**src/rtl/iso_csplit_pkg.sv**
```systemverilog
package iso_csplit_pkg;
    localparam int MASK_W      = 8;
    localparam int MAX_PAYLOAD = 192;
    localparam int BABBLE_BIT  = 4;

    function automatic logic [MASK_W-1:0] rot_right1(input logic [MASK_W-1:0] v);
        return {v[0], v[MASK_W-1:1]};
    endfunction
endpackage

```
**src/rtl/csplit_gate.sv**
```systemverilog
module csplit_gate
    import iso_csplit_pkg::*;
(
    input  logic [2:0]        uf_idx,
    input  logic              bp_used,
    input  logic [MASK_W-1:0] cs_mask,
    input  logic [MASK_W-1:0] prog_mask,
    input  logic              act_in,
    output logic [MASK_W-1:0] cur_bit,
    output logic              go
);
    logic [MASK_W-1:0] prev_bit;
    logic              boundary;
    logic              apply_chk;
    logic              prev_ok;

    always_comb begin
        cur_bit   = MASK_W'(1) << uf_idx;
        prev_bit  = rot_right1(cur_bit);
        boundary  = (uf_idx == 3'd0) || (uf_idx == 3'd1);
        apply_chk = !boundary || bp_used;
        prev_ok   = !(apply_chk && |(prev_bit & cs_mask) && !(|(prev_bit & prog_mask)));
        go        = act_in && |(cur_bit & cs_mask) && prev_ok;
    end
endmodule

```
**src/rtl/sitd_advance.sv**
```systemverilog
module sitd_advance
    import iso_csplit_pkg::*;
#(
    parameter int BYTES_W = 10,
    parameter int OFF_W   = 12,
    parameter int LEN_W   = 9
) (
    input  logic               go,
    input  logic [BYTES_W-1:0] bytes_left,
    input  logic [OFF_W-1:0]   cur_off,
    input  logic               page_sel,
    input  logic               act_in,
    input  logic [7:0]         stat_in,
    input  logic               rx_data,
    input  logic               rx_crc_ok,
    input  logic [LEN_W-1:0]   rx_len,
    output logic [BYTES_W-1:0] bytes_nx,
    output logic [OFF_W-1:0]   off_nx,
    output logic               page_nx,
    output logic               act_nx,
    output logic [7:0]         stat_nx,
    output logic               wr_nx,
    output logic [LEN_W-1:0]   wr_len_nx
);
    localparam int SUM_W = OFF_W + 1;
    localparam int CMP_W = (BYTES_W > LEN_W) ? BYTES_W : LEN_W;

    logic [SUM_W-1:0] off_sum;
    logic             too_big;
    logic             no_room;
    logic             good_pkt;

    always_comb begin
        off_sum   = {1'b0, cur_off} + SUM_W'(rx_len);
        too_big   = rx_len > LEN_W'(MAX_PAYLOAD);
        no_room   = CMP_W'(rx_len) > CMP_W'(bytes_left);
        good_pkt  = go && rx_data && rx_crc_ok;

        bytes_nx  = bytes_left;
        off_nx    = cur_off;
        page_nx   = page_sel;
        act_nx    = act_in;
        stat_nx   = stat_in;
        wr_nx     = 1'b0;
        wr_len_nx = '0;

        if (good_pkt) begin
            if (too_big || no_room) begin
                act_nx             = 1'b0;
                stat_nx[BABBLE_BIT] = 1'b1;
            end else begin
                bytes_nx  = bytes_left - BYTES_W'(rx_len);
                off_nx    = off_sum[OFF_W-1:0];
                page_nx   = page_sel | off_sum[OFF_W];
                wr_nx     = 1'b1;
                wr_len_nx = rx_len;
            end
        end
    end
endmodule

```
**src/rtl/iso_csplit_updater.sv**
```systemverilog
module iso_csplit_updater
    import iso_csplit_pkg::*;
#(
    parameter int BYTES_W = 10,
    parameter int OFF_W   = 12,
    parameter int LEN_W   = 9
) (
    input  logic               clk,
    input  logic               rst_n,
    input  logic               req_vld,
    input  logic [2:0]         uf_idx,
    input  logic               bp_used,
    input  logic [7:0]         cs_mask,
    input  logic [7:0]         prog_mask,
    input  logic [BYTES_W-1:0] bytes_left,
    input  logic [OFF_W-1:0]   cur_off,
    input  logic               page_sel,
    input  logic               act_in,
    input  logic [7:0]         stat_in,
    input  logic               rx_data,
    input  logic               rx_crc_ok,
    input  logic [LEN_W-1:0]   rx_len,
    output logic               rsp_vld,
    output logic               go,
    output logic [7:0]         prog_out,
    output logic [BYTES_W-1:0] bytes_out,
    output logic [OFF_W-1:0]   off_out,
    output logic               page_out,
    output logic               act_out,
    output logic [7:0]         stat_out,
    output logic               wr_en,
    output logic [LEN_W-1:0]   wr_len
);
    typedef struct packed {
        logic               vld;
        logic               go;
        logic [7:0]         prog;
        logic [BYTES_W-1:0] bytes;
        logic [OFF_W-1:0]   off;
        logic               page;
        logic               act;
        logic [7:0]         stat;
        logic               wr;
        logic [LEN_W-1:0]   wlen;
    } rsp_t;

    rsp_t rsp_d, rsp_q;

    logic [7:0]         cur_bit;
    logic               go_c;
    logic [BYTES_W-1:0] bytes_nx;
    logic [OFF_W-1:0]   off_nx;
    logic               page_nx;
    logic               act_nx;
    logic [7:0]         stat_nx;
    logic               wr_nx;
    logic [LEN_W-1:0]   wr_len_nx;

    csplit_gate u_gate (
        .uf_idx    (uf_idx),
        .bp_used   (bp_used),
        .cs_mask   (cs_mask),
        .prog_mask (prog_mask),
        .act_in    (act_in),
        .cur_bit   (cur_bit),
        .go        (go_c)
    );

    sitd_advance #(
        .BYTES_W (BYTES_W),
        .OFF_W   (OFF_W),
        .LEN_W   (LEN_W)
    ) u_adv (
        .go         (go_c),
        .bytes_left (bytes_left),
        .cur_off    (cur_off),
        .page_sel   (page_sel),
        .act_in     (act_in),
        .stat_in    (stat_in),
        .rx_data    (rx_data),
        .rx_crc_ok  (rx_crc_ok),
        .rx_len     (rx_len),
        .bytes_nx   (bytes_nx),
        .off_nx     (off_nx),
        .page_nx    (page_nx),
        .act_nx     (act_nx),
        .stat_nx    (stat_nx),
        .wr_nx      (wr_nx),
        .wr_len_nx  (wr_len_nx)
    );

    always_comb begin
        rsp_d       = rsp_q;
        rsp_d.vld   = req_vld;
        if (req_vld) begin
            rsp_d.go    = go_c;
            rsp_d.prog  = go_c ? (prog_mask | cur_bit) : prog_mask;
            rsp_d.bytes = bytes_nx;
            rsp_d.off   = off_nx;
            rsp_d.page  = page_nx;
            rsp_d.act   = act_nx;
            rsp_d.stat  = stat_nx;
            rsp_d.wr    = wr_nx;
            rsp_d.wlen  = wr_len_nx;
        end else begin
            rsp_d.go = 1'b0;
            rsp_d.wr = 1'b0;
        end
    end

    always_ff @(posedge clk) begin
        if (!rst_n) rsp_q <= '0;
        else        rsp_q <= rsp_d;
    end

    assign rsp_vld   = rsp_q.vld;
    assign go        = rsp_q.go;
    assign prog_out  = rsp_q.prog;
    assign bytes_out = rsp_q.bytes;
    assign off_out   = rsp_q.off;
    assign page_out  = rsp_q.page;
    assign act_out   = rsp_q.act;
    assign stat_out  = rsp_q.stat;
    assign wr_en     = rsp_q.wr;
    assign wr_len    = rsp_q.wlen;
endmodule

```
**config.mk**
```make
export PLATFORM = sky130hd
export DESIGN_NAME = iso_csplit_updater
export DESIGN_NICKNAME = d
export VERILOG_FILES = /design/src/rtl/iso_csplit_pkg.sv /design/src/rtl/csplit_gate.sv /design/src/rtl/sitd_advance.sv /design/src/rtl/iso_csplit_updater.sv
export SDC_FILE = /design/constraint.sdc
export NUM_CORES = 1
export LEC_CHECK = 0
export BUFFER_PORTS_ARGS = -buffer_cell sky130_fd_sc_hd__buf_2
export CAP_MARGIN = 10
export CELL_PAD_IN_SITES_DETAIL_PLACEMENT = 2
export CELL_PAD_IN_SITES_GLOBAL_PLACEMENT = 2
export CORE_UTILIZATION = 32
export DETAILED_ROUTE_END_ITERATION = 10
export HOLD_SLACK_MARGIN = 0.03
export PLACE_DENSITY = 0.95
export SETUP_SLACK_MARGIN = 0.1
export SLEW_MARGIN = 25
export SYNTH_ARGS = -nofsm -noshare
export SYNTH_HDL_FRONTEND = slang
export SYNTH_HIERARCHICAL = 1
export SYNTH_SLANG_ARGS = --single-unit
```
**constraint.sdc**
```tcl
create_clock -name clk -period 4.9 [get_ports clk]
set_input_delay 0.245 -clock clk [delete_from_list [all_inputs] [get_ports clk]]
set_output_delay 0.245 -clock clk [all_outputs]
set_load 0.01 [all_outputs]
```
==> results of run 1 <==
-- worst max-delay path: cells and delay by family --
kind | cells | cell delay (ns)
mux | 2 | 0.29
compound gates | 2 | 0.86
simple gates | 7 | 1.71
xor+xnor | 1 | 0.21
buf+inv | 1 | 0.29
-- through the flow --
step                setup slack [ns]  power, mW  std cells  util (%)  hold slack, ns
floorplan                       2.49      0.655        398         -           0.398
global placement                1.44      0.723        627      37.4           0.490
detailed placement              1.18      0.744        627      37.4           0.508
CTS                             1.51       1.01        635      38.3           0.188
global route                    1.11       1.05        635      38.3           0.199
finish                          1.53      0.995        635      38.3           0.198
-- power by group through the flow --
stage	clock, mW	combinational [mW]	sequential, mW
6_report	0.262	0.276	0.457
5_1_grt	0.288	0.306	0.459
2_1_floorplan	0	0.179	0.475
3_5_place_dp	0	0.278	0.466
4_1_cts	0.274	0.280	0.457
3_3_place_gp	0	0.258	0.465
-- sequential cells by signal, summed over array words and instances (netlist names) --
signal / count
rsp_vld: 1
wr_en: 1
go: 1
off_out: 12
act_out: 1
wr_len: 9
page_out: 1
prog_out: 8
stat_out: 8
bytes_out: 10
-- layer usage --
layer / vias up / wire length (µm) / track usage (%)
met3: 10 / 512 / 3.93
met4: 0 / 145 / 5.68
met2: 90 / 5900 / 37.2
met5: - / 0 / 0
li1: 1564 / - / -
met1: 1584 / 4730 / 22.3
-- cell type report --
type,instances,area (µm²)
clock buffer,6,72.6
clock inverter,2,16.3
fill,1265,6690
inverter,19,71.3
multi-input combinational,298,2180
sequential,52,1040
tap,140,175
timing repair buffer,118,593
-- cells in the final DEF, fill, tap and decap left out, types with 6 or more instances in the layout --
cell	Yosys	layout
sky130_fd_sc_hd__nand2_1	22	22
sky130_fd_sc_hd__nand3_1	7	7
sky130_fd_sc_hd__nor2b_1	47	47
sky130_fd_sc_hd__o21ai_0	28	28
sky130_fd_sc_hd__nor2_1	17	17
sky130_fd_sc_hd__nand2b_1	6	6
sky130_fd_sc_hd__inv_1	18	18
sky130_fd_sc_hd__dfxtp_1	52	52
sky130_fd_sc_hd__buf_2	3	117
sky130_fd_sc_hd__a21oi_1	24	24
sky130_fd_sc_hd__xnor2_1	6	6
sky130_fd_sc_hd__mux2i_1	42	42
sky130_fd_sc_hd__xor2_1	10	10
sky130_fd_sc_hd__ha_1	18	18
-- cells by family (layout without fill, tap and decap cells) --
| family | after synthesis | count (layout) | synth area share, % |
|---|---|---|---|
| flops | 52 | 52 | 29.2 |
| mux | 48 | 48 | 15.1 |
| fa+ha+maj | 20 | 20 | 7.43 |
| simple gates | 129 | 129 | 20.2 |
| buf+inv | 48 | 145 | 9.82 |
| compound gates | 84 | 84 | 14.2 |
| xor+xnor | 16 | 16 | 3.93 |
| other cells | 1 | 1 | 0.105 |
-- path summary, 6_finish.rpt --
check	to	cells past startpoint	startpoint	slack [ns]
max	off_out[11]$_SDFFE_PN0P_	13	uf_idx[0]	1.53
min	stat_out[3]$_SDFFE_PN0P_	3	stat_in[3]	0.20
max reg2reg	off_out[0]$_SDFFE_PN0P_	2	off_out[0]$_SDFFE_PN0P_	4.19
min reg2reg	bytes_out[7]$_SDFFE_PN0P_	2	bytes_out[7]$_SDFFE_PN0P_	0.53
==> insert_results.sql, run 1 <==
INSERT INTO impl_metrics (metric_group, metric, value, unit) VALUES
('min_path', 'holdCritPathClass', 'primary input to flop', ''),
('placement', 'hpwlAfterDp', '8730', 'µm'),
('layout', 'fin_area', '4150', 'µm²'),
('sta', 'max_clock_freq', '296', 'MHz'),
('global_routing', 'grt_pass1_wl', '18000', 'µm'),
('pwr', 'fraction_of_power_spent_switching_nets', '32.5', '%'),
('setup_path', 'critical_path.endpoint_type', 'flop', ''),
('global_routing', 'grt_antenna_before_repair', '0', ''),
('layout', 'layout-drive-gt1-share', '27.1', '%'),
('yosys', 'netlist_top_cells_count', '52 x sky130_fd_sc_hd__dfxtp_1, 47 x sky130_fd_sc_hd__nor2b_1, 42 x sky130_fd_sc_hd__mux2i_1, 28 x sky130_fd_sc_hd__o21ai_0, 24 x sky130_fd_sc_hd__a21oi_1', ''),
('drt', 'route.vias.total', '3248', ''),
('sta', 'final.setup_skew', '0', 'ns'),
('yosys', 'synth_nets', '484', ''),
('outcome', 'result_of_the_run', 'complete, no violations', ''),
('drt', 'drc', '0', ''),
('yosys', 'post_syn_area_per_cell', '8.97', 'µm²'),
('yosys', 'synth.cell_area', '3570', 'µm²'),
('drt', 'detail_route.iter0.violations', '63', ''),
('drt', 'drt-vias-per-instance', '5.11', ''),
('sta', 'min_period_over_period', '68.9', '%'),
('yosys', 'synth_enable_flop_cells', '0', ''),
('setup_path', 'critPathSlowestCell', 'sky130_fd_sc_hd__o22ai_1', ''),
('clocking', 'ctsResizeCount', '0', ''),
('sta', 'tns', '0', 'ns'),
('clocking', 'cts_tree', 'yes', ''),
('pwr', 'p_per_cell_area', '240', 'nW/µm²'),
('layout', 'fin_nets', '580', ''),
('pwr', 'p_sw', '323', 'µW'),
('yosys', 'synth_warnings', '6', ''),
('pwr', 'vdd_drop_max', '0.118', 'mV'),
('floorplanning', 'start_util', '32.9', '%'),
('yosys', 'yosys_register_bits', '52', ''),
('clocking', 'post_cts_hold_buffer_count', '0', ''),
('setup_path', 'timing.critical_path.cells', 'buf_2, mux2_1, nand2_1, a32oi_1, and3b_1, o22ai_1, nand3_1, nor2_1, nand2b_4, nor4_1, xor2_1, mux2i_1, nor2b_1', ''),
('setup_path', 'timing.critical_path.slowest_cell_delay', '0.58', 'ns'),
('placement', 'placed_cell_area', '4060', 'µm²'),
('global_routing', 'grt-ovfl-total', '0', ''),
('floorplanning', 'die_span_x', '108', 'µm'),
('sta', 'timing.final.hold_violations', '0', ''),
('sta', 'relSlewSlack', '40.1', '%'),
('yosys', 'asyncSetResetFlopFracSynth', '0', '%'),
('drt', 'drtAntennaViolNets', '0', ''),
('layout', 'diodes', '0', ''),
('floorplanning', 'rows', '38', ''),
('floorplanning', 'die_y', '108', 'µm'),
('clocking', 'cts_root_buffer', 'sky130_fd_sc_hd__clkbuf_8', ''),
('yosys', 'synth_top_flop_cell', 'sky130_fd_sc_hd__dfxtp_1', ''),
('pwr', 'power.internal', '672', 'µW'),
('sta', 'report.final.slew_viol_count', '0', ''),
('clocking', 'htree_num_levels', '2', ''),
('floorplanning', 'design.die.area', '11600', 'µm²'),
('clocking', 'numCtsBuffers', '5', ''),
('yosys', 'yosys.area.top_type_share', '29.2', '%'),
('flow_run', 'timing.max_cap.violations', '0', ''),
('setup_path', 'worst_ep_arrival_time', '3.63', 'ns'),
('setup_path', 'path_max_fanout', '39', ''),
('global_routing', 'grt_pass1_vias', '3618', ''),
('sta', 'tightest_slew', '0.898', 'ns'),
('yosys', 'portion_of_the_post_synthesis_area_used_by_sequential_elements', '29.2', '%'),
('setup_path', 'path_class', 'primary input to flop', ''),
('placement', 'place.port_buffers', '117', ''),
('yosys', 'count_of_cell_types_in_the_netlist', '58', ''),
('pwr', 'power.sequential.fraction', '45.9', '%'),
('clocking', 'clock_sinks', '52', ''),
('pwr', 'power_frac_clock', '26.4', '%'),
('setup_path', 'critical_path.startpoint_type', 'primary input', ''),
('layout', 'layout_area_overhead', '16.2', '%'),
('clocking', 'number_of_buffers_between_clock_root_and_the_deepest_sink', '2', ''),
('clocking', 'postCtsSetupBuffers', '0', ''),
('yosys', 'post_synth_inst_count', '398', ''),
('yosys', 'yosys-top-cells-area', 'sky130_fd_sc_hd__dfxtp_1 29%, sky130_fd_sc_hd__mux2i_1 12%, sky130_fd_sc_hd__nor2b_1 8.2%', '');
No activity file was read; power rests on OpenSTA's default activity.
==> inputs of run 2 (changes only) <==
--- a/config.mk
+++ b/config.mk
@@ -5,14 +5,15 @@
 export SDC_FILE = /design/constraint.sdc
 export NUM_CORES = 1
 export LEC_CHECK = 0
+export ABC_AREA = 1
 export BUFFER_PORTS_ARGS = -buffer_cell sky130_fd_sc_hd__buf_2
 export CAP_MARGIN = 10
 export CELL_PAD_IN_SITES_DETAIL_PLACEMENT = 2
 export CELL_PAD_IN_SITES_GLOBAL_PLACEMENT = 2
-export CORE_UTILIZATION = 32
+export CORE_UTILIZATION = 24
 export DETAILED_ROUTE_END_ITERATION = 10
 export HOLD_SLACK_MARGIN = 0.03
-export PLACE_DENSITY = 0.95
+export PLACE_DENSITY = 0.86
 export SETUP_SLACK_MARGIN = 0.1
 export SLEW_MARGIN = 25
 export SYNTH_ARGS = -nofsm -noshare
==> constraint.sdc (replaced) <==
create_clock -name clk -period 3.1 [get_ports clk]
set_input_delay 0.155 -clock clk [delete_from_list [all_inputs] [get_ports clk]]
set_output_delay 0.155 -clock clk [all_outputs]
set_load 0.01 [all_outputs]
==> run 2 against run 1 <==
  * Non-clock buffer count increased by 5
  * Utilization decreased by 8.2 points
  * Global-route usage decreased by 2.8 points
  * Clock power increased to 2.6 times the previous value
  * Sequential cell count unchanged
  * Sequential share of layout area decreased by 2.5 points
  * Total power increased by 92%
==> insert_results.sql, run 2 <==
INSERT INTO impl_metrics (metric_group, metric, value, unit) VALUES
('outcome', 'result_of_the_run', 'complete, no violations', ''),
('floorplanning', 'rows', '45', ''),
('clocking', 'post_cts_hold_buffer_count', '0', ''),
('setup_path', 'path_class', 'primary input to flop', ''),
('placement', 'finalWeightedCongestion', '0.826', ''),
('clocking', 'cts_root_buffer', 'sky130_fd_sc_hd__clkbuf_16', ''),
('sta', 'setup_violations', '0', ''),
('sta', 'tns', '0', 'ns'),
('sta', 'max_clock_freq', '421', 'MHz'),
('clocking', 'cts_tree', 'yes', ''),
('yosys', 'synth.cell_area', '3780', 'µm²'),
('floorplanning', 'die_span_x', '128', 'µm'),
('clocking', 'clk_transition_reported_paths', '0.07', 'ns'),
('layout', 'diodes', '0', ''),
('yosys', 'synth_most_common_cell', 'sky130_fd_sc_hd__nand2_1', ''),
('drt', 'drtAntennaViolNets', '0', ''),
('clocking', 'worstSkewPairLatency', '0.29', 'ns'),
('yosys', 'yosys.area_share.simple', '35.5', '%'),
('sta', 'final.setup_skew', '0', 'ns'),
('setup_path', 'cp_num_cells', '15', ''),
('yosys', 'synth_top_flop_cell', 'sky130_fd_sc_hd__dfxtp_1', ''),
('layout', 'layout_area_overhead', '21.6', '%'),
('sta', 'report.final.slew_viol_count', '0', ''),
('drt', 'detail_route.iter0.violations', '155', ''),
('pwr', 'power_frac_clock', '35.9', '%'),
('layout', 'fin_area', '4600', 'µm²'),
('min_path', 'worst_hold_path.num_cells', '3', ''),
('floorplanning', 'floorplan.core_area', '15300', 'µm²'),
('clocking', 'clock_sinks', '52', ''),
('pwr', 'p_sw', '615', 'µW'),
('yosys', 'post_synth_inst_count', '583', ''),
('setup_path', 'critical_path.endpoint_type', 'flop', ''),
('pwr', 'fraction_of_power_spent_switching_nets', '32.1', '%'),
('global_routing', 'grt_antenna_before_repair', '0', ''),
('clocking', 'postCtsSetupBuffers', '0', ''),
('clocking', 'number_of_buffers_between_clock_root_and_the_deepest_sink', '2', ''),
('layout', 'fin_nets', '764', ''),
('pwr', 'p_comb_share', '25.8', '%'),
('setup_path', 'critical_path.most_common_cell', 'sky130_fd_sc_hd__nand2_1', ''),
('setup_path', 'required', '3.29', 'ns'),
('yosys', 'post_syn_area_per_cell', '6.49', 'µm²'),
('min_path', 'holdCritPathClass', 'primary input to flop', ''),
('pwr', 'power.internal', '1.30', 'mW'),
('yosys', 'count_of_cell_types_in_the_netlist', '31', ''),
('layout', 'largest_reg_flops', '12', ''),
('yosys', 'asyncSetResetFlopFracSynth', '0', '%'),
('global_routing', 'grt_pass1_vias', '4221', ''),
('yosys', 'synth_compound_gate_area_share', '12.7', '%'),
('clocking', 'numCtsBuffers', '5', ''),
('drt', 'wl_per_cell', '15.1', 'µm'),
('layout', 'layout-drive-gt1-share', '28.4', '%'),
('clocking', 'ctsResizeCount', '0', ''),
('yosys', 'synth.largest_area_cell', 'sky130_fd_sc_hd__dfxtp_1', ''),
('global_routing', 'grt_pass1_wl', '21700', 'µm'),
('global_routing', 'total_global_route_track_usage', '17.0', '%'),
('yosys', 'synth_top_family_by_area', 'simple AND/OR/NAND/NOR gates', ''),
('setup_path', 'cp_top_family', 'simple AND/OR/NAND/NOR gates', ''),
('yosys', 'synth_enable_flop_cells', '0', ''),
('yosys', 'yosys.area.top_type_share', '27.5', '%'),
('pwr', 'power.sequential.fraction', '38.3', '%'),
('drt', 'route.vias.total', '3977', ''),
('setup_path', 'timing.critical_path.slowest_cell_delay', '0.41', 'ns'),
('floorplanning', 'design.die.area', '16300', 'µm²'),
('clocking', 'htree_num_levels', '2', ''),
('yosys', 'synth_warnings', '6', ''),
('floorplanning', 'die_y', '128', 'µm'),
('sta', 'period_needed', '2.38', 'ns'),
('yosys', 'netlist_top_cells_count', '111 x sky130_fd_sc_hd__nand2_1, 88 x sky130_fd_sc_hd__nor2_1, 65 x sky130_fd_sc_hd__inv_1, 57 x sky130_fd_sc_hd__o21ai_0, 52 x sky130_fd_sc_hd__dfxtp_1', ''),
('global_routing', 'grt_start_max_net_pins', '51', ''),
('layout', 'stdcell_count', '890', ''),
('pwr', 'vdd_drop_max', '0.238', 'mV'),
('yosys', 'portion_of_the_post_synthesis_area_used_by_sequential_elements', '27.5', '%'),
('yosys', 'synth_adder_area_share', '7.01', '%'),
('layout', 'mostFrequentLayoutCell', 'sky130_fd_sc_hd__buf_2', ''),
('setup_path', 'r2r.worst_path.cells', '2', ''),
('drt', 'detailedRoute.firstPassIterationCount', '4', ''),
('sta', 'timing.final.hold_violations', '0', ''),
('floorplanning', 'ios', '118', ''),
('pwr', 'power.static_leakage', '2.47', 'nW'),
('setup_path', 'worst_ep_arrival_time', '2.57', 'ns'),
('setup_path', 'worst_r2r_startpoint', 'wr_len[1]$_SDFFE_PN0P_', ''),
('sta', 'grt_setup_unrepaired', 'no', ''),
('setup_path', 'crit_path_start', 'uf_idx[0]', ''),
('drt', 'drc', '0', ''),
('drt', 'drt-vias-per-instance', '4.47', ''),
('sta', 'relSlewSlack', '42.3', '%'),
('flow_run', 'timing.max_cap.violations', '0', ''),
('setup_path', 'critPathSlowestCell', 'sky130_fd_sc_hd__nand3_2', ''),
('setup_path', 'timing.critical_path.cells', 'buf_2, inv_2, nand3_1, nand2_1, nor2_1, nand2_1, a21oi_2, nand3_1, inv_1, nand3_2, buf_4, o21ai_0, nand2_1, nor2_2, nor2_1', ''),
('sta', 'tightest_slew', '0.865', 'ns'),
('drt', 'wirelength', '13400', 'µm'),
('yosys', 'yosys_register_bits', '52', ''),
('global_routing', 'grt-ovfl-total', '0', ''),
('setup_path', 'path_max_fanout', '22', ''),
('yosys', 'yosys-top-cells-area', 'sky130_fd_sc_hd__dfxtp_1 28%, sky130_fd_sc_hd__nand2_1 11%, sky130_fd_sc_hd__nor2_1 8.7%', ''),
('placement', 'placed_cell_area', '4420', 'µm²'),
('pwr', 'p_per_cell_area', '416', 'nW/µm²'),
('yosys', 'yosys-mux-area-fraction', '0', '%'),
('yosys', 'synth_xor_xnor_area_share', '2.78', '%'),
('placement', 'place.port_buffers', '117', ''),
('layout', 'layout_common_cells', '117 x sky130_fd_sc_hd__buf_2, 111 x sky130_fd_sc_hd__nand2_1, 88 x sky130_fd_sc_hd__nor2_1', ''),
('setup_path', 'critical_path.startpoint_type', 'primary input', ''),
('floorplanning', 'start_util', '24.7', '%'),
('placement', 'post-place-cells', '882', ''),
('yosys', 'synth_nets', '669', ''),
('sta', 'min_period_over_period', '76.7', '%'),
('min_path', 'timing.hold.worst.start', 'stat_in[2]', ''),
('placement', 'hpwlAfterDp', '10800', 'µm'),
('setup_path', 'worst-path-buf-inv', '4', '');
run 2: cell types whose count changed in the layout (fill, tap and decap cells not counted), sizes merged, moves of 4 or more:
| cell | previous run | this run |
|---|---|---|
| o21a | 4 | 0 |
| nand3 | 7 | 25 |
| nand4 | 0 | 15 |
| a21oi | 24 | 15 |
| a21o | 5 | 1 |
| mux2i | 42 | 0 |
| nand2b | 7 | 0 |
| buf | 118 | 123 |
| nor2 | 17 | 139 |
| nand2 | 22 | 112 |
| nor2b | 47 | 0 |
| inv | 19 | 71 |
| o21ai | 29 | 70 |
| and2 | 5 | 0 |
run 2: area by class of cell:
cell class	instances	area [µm²]
Clock buffer	6	139
Clock inverter	2	38.8
Fill cell	1931	10700
Inverter	72	274
Multi-Input combinational cell	424	2200
Sequential cell	52	1040
Tap cell	211	264
Timing Repair Buffer	123	643
run 2: routing by layer:
metal | wire length (µm) | part of all wire [%] | track usage (%)
met5 | 0 | 0 | 0
met1 | 6150 | 46 | 21.4
met2 | 6620 | 49 | 30.0
met3 | 465 | 3.5 | 2.76
met4 | 189 | 1.4 | 4.29
run 2: worst paths after layout:
| check | to | slack (ns) |
|---|---|---|
| setup reg to reg | wr_len[1]$_SDFFE_PN0P_ | 2.43 |
| hold / removal | stat_out[2]$_SDFFE_PN0P_ | 0.08 |
| setup / recovery | off_out[10]$_SDFFE_PN0P_ | 0.72 |
| hold reg to reg | bytes_out[7]$_SDFFE_PN0P_ | 0.48 |
run 2: logic make-up after synthesis:
group,count (synthesis)
compound gates,92
buf+inv,107
other cells,1
flops,52
xor+xnor,12
fa+ha+maj,20
simple gates,299
run 2: through the flow:
step / hold WS, ns / util [%] / setup slack (ns) / power [mW]
floorplan: 0.344 / - / 1.35 / 1.07
global placement: 0.385 / 28.9 / 0.582 / 1.23
detailed placement: 0.394 / 28.9 / 0.435 / 1.25
CTS: 0.0754 / 30.0 / 0.740 / 1.95
global route: 0.0920 / 30.0 / 0.445 / 2.04
finish: 0.0834 / 30.0 / 0.724 / 1.92
run 2: power by group through the flow:
stage	combinational [mW]	sequential [mW]	clock, mW
2_1_floorplan	0.303	0.767	0
3_3_place_gp	0.484	0.747	0
3_5_place_dp	0.497	0.750	0
4_1_cts	0.502	0.734	0.716
5_1_grt	0.556	0.739	0.741
6_report	0.495	0.733	0.687
run 2: worst min-delay path, cell delays in order:
cell and delay [ns]:
sky130_fd_sc_hd__buf_2 0.08, sky130_fd_sc_hd__nor2_2 0.03, sky130_fd_sc_hd__nor2_1 0.08
